--- src/rtl/cmp_pkg.sv ---
package cmp_pkg;
  localparam int FP_W      = 32;
  localparam int VEC_LANES = 4;
  localparam int CMP_LANES = 2;
  localparam int VEC_W     = FP_W * VEC_LANES;

  typedef enum logic [2:0] {
    OP_EQ  = 3'd0,
    OP_NE  = 3'd1,
    OP_LT  = 3'd2,
    OP_LE  = 3'd3,
    OP_GT  = 3'd4,
    OP_GE  = 3'd5,
    OP_T6  = 3'd6,
    OP_T7  = 3'd7
  } cmpOp_t;

  typedef enum logic [1:0] {
    CM_ANY   = 2'd0,
    CM_BOTH  = 2'd1,
    CM_XONLY = 2'd2,
    CM_YONLY = 2'd3
  } condMode_t;

  typedef struct packed {
    logic wrFlags;
    logic idxErr;
  } ctrlStrb_t;
endpackage

--- src/rtl/cmp_lane.sv ---
module cmp_lane #(
  parameter int FP_W  = 32,
  parameter int EXP_W = 8
) (
  input  logic [FP_W-1:0] opA,
  input  logic [FP_W-1:0] opB,
  input  cmp_pkg::cmpOp_t op,
  output logic            res
);
  import cmp_pkg::*;
  localparam int MAN_W = FP_W - 1 - EXP_W;

  logic signA, signB, nanA, nanB, anyNan, bothZero;
  logic [FP_W-2:0] magA, magB;
  logic isEq, isLt, isGt, ordLt;

  always_comb begin
    signA    = opA[FP_W-1];
    signB    = opB[FP_W-1];
    magA     = opA[FP_W-2:0];
    magB     = opB[FP_W-2:0];
    nanA     = (&opA[FP_W-2:MAN_W]) && (|opA[MAN_W-1:0]);
    nanB     = (&opB[FP_W-2:MAN_W]) && (|opB[MAN_W-1:0]);
    anyNan   = nanA || nanB;
    bothZero = (magA == '0) && (magB == '0);
    if (bothZero)           ordLt = 1'b0;
    else if (signA != signB) ordLt = signA;
    else if (!signA)         ordLt = magA < magB;
    else                     ordLt = magA > magB;
    isEq = !anyNan && ((opA == opB) || bothZero);
    isLt = !anyNan && ordLt;
    isGt = !anyNan && !isLt && !isEq;
    unique case (op)
      OP_EQ:   res = isEq;
      OP_NE:   res = !isEq;
      OP_LT:   res = isLt;
      OP_LE:   res = isLt || isEq;
      OP_GT:   res = isGt;
      OP_GE:   res = isGt || isEq;
      default: res = 1'b1;
    endcase
  end

  always_comb begin

    if (anyNan && (op inside {OP_EQ, OP_LT, OP_LE, OP_GT, OP_GE}))
      nan_false_chk: assert (!res);
  end
endmodule

--- src/rtl/cmp_ctrl.sv ---
module cmp_ctrl (
  input  logic               clk,
  input  logic               rstN,
  input  logic [31:0]        instr,
  input  logic               wrEn,
  output cmp_pkg::ctrlStrb_t strb,
  output cmp_pkg::cmpOp_t    opX,
  output cmp_pkg::cmpOp_t    opY,
  output cmp_pkg::condMode_t mode,
  output logic               refX,
  output logic               refY
);
  import cmp_pkg::*;
  localparam logic [4:0] CMP_OPC_HI = 5'b10111;

  logic isCmp;
  logic unusedLowBits;

  always_comb begin
    isCmp        = (instr[31:27] == CMP_OPC_HI);
    strb.idxErr  = isCmp && (instr[20:19] != 2'b00);
    strb.wrFlags = wrEn && isCmp && !strb.idxErr;
    opX          = cmpOp_t'(instr[23:21]);
    opY          = cmpOp_t'(instr[26:24]);
    mode         = condMode_t'(instr[23:22]);
    refX         = instr[24];
    refY         = instr[25];
    unusedLowBits = ^instr[18:0];
  end


  idx_block_chk: assert property (@(posedge clk) disable iff (!rstN)
    strb.idxErr |-> !strb.wrFlags);


  opc_gate_chk: assert property (@(posedge clk) disable iff (!rstN)
    (instr[31:26] != 6'h2E && instr[31:26] != 6'h2F) |-> !strb.wrFlags);
endmodule

--- src/rtl/cmp_datapath.sv ---
module cmp_datapath #(
  parameter int FP_W      = 32,
  parameter int VEC_LANES = 4,
  parameter int CMP_LANES = 2
) (
  input  logic                        clk,
  input  logic                        rstN,
  input  logic [FP_W*VEC_LANES-1:0]   srcA,
  input  logic [FP_W*VEC_LANES-1:0]   srcB,
  input  cmp_pkg::ctrlStrb_t          strb,
  input  cmp_pkg::cmpOp_t             opX,
  input  cmp_pkg::cmpOp_t             opY,
  input  cmp_pkg::condMode_t          mode,
  input  logic                        refX,
  input  logic                        refY,
  output logic [CMP_LANES-1:0]        cmpFlags,
  output logic                        condTrue
);
  import cmp_pkg::*;
  localparam int USED_W = FP_W * CMP_LANES;

  logic [CMP_LANES-1:0] laneRes;
  cmpOp_t               laneOp [CMP_LANES];
  logic                 unusedUpper;
  logic                 matchX, matchY;

  assign laneOp[0] = opX;
  assign laneOp[1] = opY;
  assign unusedUpper = ^{srcA[FP_W*VEC_LANES-1:USED_W], srcB[FP_W*VEC_LANES-1:USED_W]};

  for (genvar i = 0; i < CMP_LANES; i++) begin : g_lane
    cmp_lane #(.FP_W(FP_W), .EXP_W(8)) u_lane (
      .opA (srcA[i*FP_W +: FP_W]),
      .opB (srcB[i*FP_W +: FP_W]),
      .op  (laneOp[i]),
      .res (laneRes[i])
    );
  end

  always_ff @(posedge clk) begin
    if (!rstN)             cmpFlags <= '0;
    else if (strb.wrFlags) cmpFlags <= laneRes;
  end

  always_comb begin
    matchX = (cmpFlags[0] == refX);
    matchY = (cmpFlags[1] == refY);
    unique case (mode)
      CM_ANY:   condTrue = matchX || matchY;
      CM_BOTH:  condTrue = matchX && matchY;
      CM_XONLY: condTrue = matchX;
      default:  condTrue = matchY;
    endcase
  end


  hold_chk: assert property (@(posedge clk) disable iff (!rstN)
    !strb.wrFlags |=> $stable(cmpFlags));


  force_true_chk: assert property (@(posedge clk) disable iff (!rstN)
    (strb.wrFlags && opX[2:1] == 2'b11) |=> cmpFlags[0]);


  both_mode_chk: assert property (@(posedge clk) disable iff (!rstN)
    (condTrue && mode == CM_BOTH) |-> (cmpFlags[0] == refX && cmpFlags[1] == refY));


  xonly_mode_chk: assert property (@(posedge clk) disable iff (!rstN)
    (mode == CM_XONLY) |-> (condTrue == (cmpFlags[0] == refX)));
endmodule

--- src/rtl/shader_cmp_unit.sv ---
module shader_cmp_unit (
  input  logic         clk,
  input  logic         rstN,
  input  logic [127:0] srcA,
  input  logic [127:0] srcB,
  input  logic [31:0]  instr,
  input  logic         wrEn,
  output logic [1:0]   cmpFlags,
  output logic         condTrue,
  output logic         idxErr
);
  import cmp_pkg::*;

  ctrlStrb_t strb;
  cmpOp_t    opX, opY;
  condMode_t mode;
  logic      refX, refY;

  cmp_ctrl u_ctrl (
    .clk(clk), .rstN(rstN), .instr(instr), .wrEn(wrEn), .strb(strb),
    .opX(opX), .opY(opY), .mode(mode), .refX(refX), .refY(refY)
  );

  cmp_datapath #(.FP_W(FP_W), .VEC_LANES(VEC_LANES), .CMP_LANES(CMP_LANES)) u_dp (
    .clk(clk), .rstN(rstN), .srcA(srcA), .srcB(srcB), .strb(strb),
    .opX(opX), .opY(opY), .mode(mode), .refX(refX), .refY(refY),
    .cmpFlags(cmpFlags), .condTrue(condTrue)
  );

  assign idxErr = strb.idxErr;
endmodule

--- config.mk ---
export PLATFORM = sky130hd
export DESIGN_NAME = shader_cmp_unit
export DESIGN_NICKNAME = d
export VERILOG_FILES = /design/src/rtl/cmp_pkg.sv /design/src/rtl/cmp_lane.sv /design/src/rtl/cmp_ctrl.sv /design/src/rtl/cmp_datapath.sv /design/src/rtl/shader_cmp_unit.sv
export SDC_FILE = /design/constraint.sdc
export NUM_CORES = 1
export LEC_CHECK = 0
export ABC_AREA = 1
export CAP_MARGIN = 20
export CORE_AREA = 2 2 113 115
export CTS_CLUSTER_SIZE = 16
export DETAILED_ROUTE_END_ITERATION = 8
export DIE_AREA = 0 0 115 117
export PLACE_DENSITY = 0.74
export SLEW_MARGIN = 30
export SYNTH_ARGS = -nofsm -noshare
export SYNTH_HDL_FRONTEND = slang
export SYNTH_HIERARCHICAL = 1
export SYNTH_SLANG_ARGS = --single-unit
--- constraint.sdc ---
create_clock -name clk -period 2.5 [get_ports clk]
set_clock_uncertainty 0.1 [all_clocks]
set_input_delay 0.5 -clock clk [delete_from_list [all_inputs] [get_ports clk]]
set_output_delay 0.5 -clock clk [all_outputs]
set_load 0.005 [all_outputs]
==> results.txt <==
The register with the most flip-flops in the layout has 2 of them. The normalized max-slew margin was 0.8152. The number of buffers inserted by hold repair at cts was 0; the number of search-and-repair iterations in the first detailed-routing pass was 4. Synthesis produced 569 cells. The first global-routing pass estimated 17300 um of wire. The run gives 0 as the number of pins exceeding their max-slew limit in the final report.

TritonCTS built the clock tree. The tools report the hold violation count in the final report as 0. The I/O pin count is 295, and the aggregate global-route resource usage is 0.1538. The register with the most flip-flops in the final layout is u_dp/cmpFlags. Setup repair after global routing could not meet its margin everywhere. The period utilization was 0.9578; the number of distinct library cells after synthesis was 25. The largest registers in the layout are u_dp/cmpFlags x2. Average size of a mapped cell: 5.462 um^2. Number of nets with antenna violations after detailed routing: 0.

The register bit count reported by yosys is 2, and the relative contribution of combinational cells to total power is 0.769. The mean number of vias per cell was 4.590; the clock latency on the worst-skew pair was 0.22 ns. The run gives 145 as the DRC marker count from the first detailed-route iteration. The switching part of the total power came out at 0.3948.

The type of the setup path with the least slack was in -> out. The net count reported at finish was 1153. The floorplan has 41 rows. No sink is reached through more buffers than the 2 on the longest clock path.

STA classifies the critical path endpoint as an output pin. The flow ran to the end, and the final reports show no timing, DRC or antenna violations. Final number of setup-violating endpoints: 0.

The clock drives 2 sinks. Achievable clock frequency: 0.4176 GHz. Synthesis produced a netlist with a net count of 922.

At the worst endpoint, the arrival time is 1.79 ns. Compared with the post-synthesis result, the final layout area differs by 102.5%. For this run, design rule violations remaining after detail routing come to 0.

The routed length per placed instance is 12.52 um, and the number of fill cells in the layout is 1131. Summed over all layers, the global routing overflow is 0. At the end of routability-driven placement, the weighted congestion stood at 0.8326. The netlist area before placement was 3108 um^2; the final wirelength was 11920 um. The tools report the max-cap check violation count as 0. Power spread over the standard cell area amounts to 185.6 nW/um^2. The path class of the tightest hold or removal check is reg -> reg.

Setup slack on the critical path of the routed design comes to 0.1056 ns. The worst vdd rail ir drop was 0.0001494 V; the internal power contribution was 0.0007068 W. The starting utilization of the core area was 0.2524; the total of buffers placed on input and output ports was 147. From bottom edge to top edge, the die measures 117 um.

For this run, the number of Yosys warnings is 6. In this run the clock root is driven by a clkbuf_16. The die area came out at 13460 um^2. The worst path in the final design needs a cycle of 2.394 ns, including I/O delays and setup. The maximum net fanout on the critical path works out to 2.

The initial antenna violation count came out at 2. The worst setup path is launched from an input pin. After clock tree synthesis, the clock-pin slew on the worst setup and hold paths is 0.03 ns.

The maximum number of pins on one net before global-route repair is 6, and the overall die width is 115 um. For the worst setup path, the data required time is 1.90 ns. The via count of the first global-routing pass was 4172; the pin slew with the least headroom to its limit was 0.2757 ns. The tools report the clock network fraction of design power as 0.204. The sequential element share of the synthesized area is 0.01288, and the half-perimeter wire length after placement is 8855 um.

The final route contains 4370 vias. The power dissipated by switching net loads was 0.0004611 W. Prior to clock tree synthesis, the placed netlist has a worst setup slack of -0.4358 ns. For this design the static power due to leakage is 3.528 nW. The part of the power in registers was 0.028. The fraction of layout cells with a size suffix above 1 was 0.4135; the total clock buffers created by CTS was 3.

The core area came out at 12310 um^2. The logs give 1 for the H-tree depth reported by CTS and 0.3720 ns for the final hold slack.
worst max-delay path, cell delays in order:
cell             delay [ns]
clkdlybuf4s50_1        0.49
inv_1                  0.06
nand3_1                0.07
nand2_1                0.05
nand2_1                0.05
nand2_1                0.05
inv_1                  0.04
clkdlybuf4s50_1        0.49
cell families (layout without fill, tap and decap cells):
logic type,after synthesis,count (layout),share of synthesized area
flops,2,2,0.01288
xor+xnor,2,2,0.005637
other cells,0,4,0
simple gates,335,335,0.5000
fa+ha+maj,62,62,0.2496
compound gates,34,34,0.05797
buf+inv,134,363,0.1739
power by group through the flow:
stage | combinational (W) | clock (W) | sequential (W)
finish | 0.000898 | 0.000238 | 0.0000324
global route | 0.000991 | 0.000246 | 0.0000325
CTS | 0.000790 | 0.000242 | 0.0000324
detailed placement | 0.000730 | 0 | 0.0000328
global placement | 0.000718 | 0 | 0.0000328
floorplan | 0.000308 | 0 | 0.0000328
stage by stage:
step | area [um^2] | std cells | TNS (ns) | power (W) | utilization
finish | 6294 | 952 | 0 | 0.001168 | 0.5112
global route | 6289 | 950 | -0.1042 | 0.001270 | 0.5108
CTS | 5737 | 943 | 0 | 0.001064 | 0.4660
detailed placement | 5308 | 938 | -0.8644 | 0.0007630 | 0.4311
global placement | 5308 | 938 | -0.8026 | 0.0007504 | 0.4311
floorplan | 3108 | 569 | 0 | 0.0003410 | -
what timing repair did:
item	4_1_cts	5_1_grt
pin swaps	60	91
gates cloned	0	0
resized for setup	135	239
buffers inserted	2	5
endpoints found under the setup margin	3	3
Yosys cell counts:
library cell | count | share of area
nand2_1 | 155 | 0.19
xnor2_1 | 2 | 0.0056
nand2_2 | 10 | 0.020
nor3_1 | 14 | 0.023
nand3_1 | 19 | 0.031
nand3_2 | 2 | 0.0064
nor2_1 | 77 | 0.093
inv_1 | 107 | 0.13
o21ai_0 | 4 | 0.0064
nand3b_1 | 2 | 0.0048
dfxtp_1 | 2 | 0.013
nand4_1 | 24 | 0.048
o21ai_1 | 2 | 0.0032
a21oi_1 | 24 | 0.039
and3_1 | 2 | 0.0040
nor2_2 | 10 | 0.020
a21o_1 | 4 | 0.0097
nor3_2 | 10 | 0.032
nand2b_1 | 2 | 0.0040
inv_2 | 17 | 0.021
buf_4 | 10 | 0.024
nand4_2 | 4 | 0.016
ha_1 | 62 | 0.25
and2b_1 | 2 | 0.0048
nor2b_2 | 2 | 0.0056
final timing paths:
path | startpoint | endpoint | slack (ns) | depth (start not counted)
max | instr[23] | condTrue | 0.11 | 8
min | u_dp/cmpFlags[1]$_SDFFE_PN0P_ | u_dp/cmpFlags[1]$_SDFFE_PN0P_ | 0.37 | 2
max reg2reg | u_dp/cmpFlags[0]$_SDFFE_PN0P_ | u_dp/cmpFlags[0]$_SDFFE_PN0P_ | 1.75 | 2
min reg2reg | u_dp/cmpFlags[1]$_SDFFE_PN0P_ | u_dp/cmpFlags[1]$_SDFFE_PN0P_ | 0.37 | 2
cell type report:
class                   instances  area, um^2  share of cell area
diodes                          4       10.01            0.001590
clock buffers                   3       75.07             0.01193
multi-input cells             433        3386              0.5380
repair buffers                236        2130              0.3384
well taps                     150       187.7             0.02982
flip-flops and latches          2       40.04            0.006362
inverters                     124       465.4             0.07396
metal layers:
metal	part of all wire	up-vias	GRT usage
li1	-	2253	-
met1	0.41	1956	0.1846
met2	0.50	147	0.2910
met3	0.070	14	0.03141
met4	0.013	0	0.01767
met5	0	-	0
layout by cell type, fill, tap and decap left out, types with 3 or more instances in the layout:
master and instances:
a21o_1 4, a21oi_1 14, a21oi_2 8, buf_4 89, buf_6 3, clkbuf_16 3
clkbuf_2 31, clkdlybuf4s15_1 7, clkdlybuf4s50_1 21, diode_2 4, dlygate4sd2_1 19, dlymetal6s2s_1 66
ha_1 16, ha_4 46, inv_1 65, inv_2 59, nand2_1 125, nand2_2 37
nand2_4 3, nand3_1 17, nand4_1 24, nand4_2 4, nor2_1 65, nor2_2 16
nor2_4 6, nor3_1 10, nor3_2 12
(Power assumes the default switching activity.)
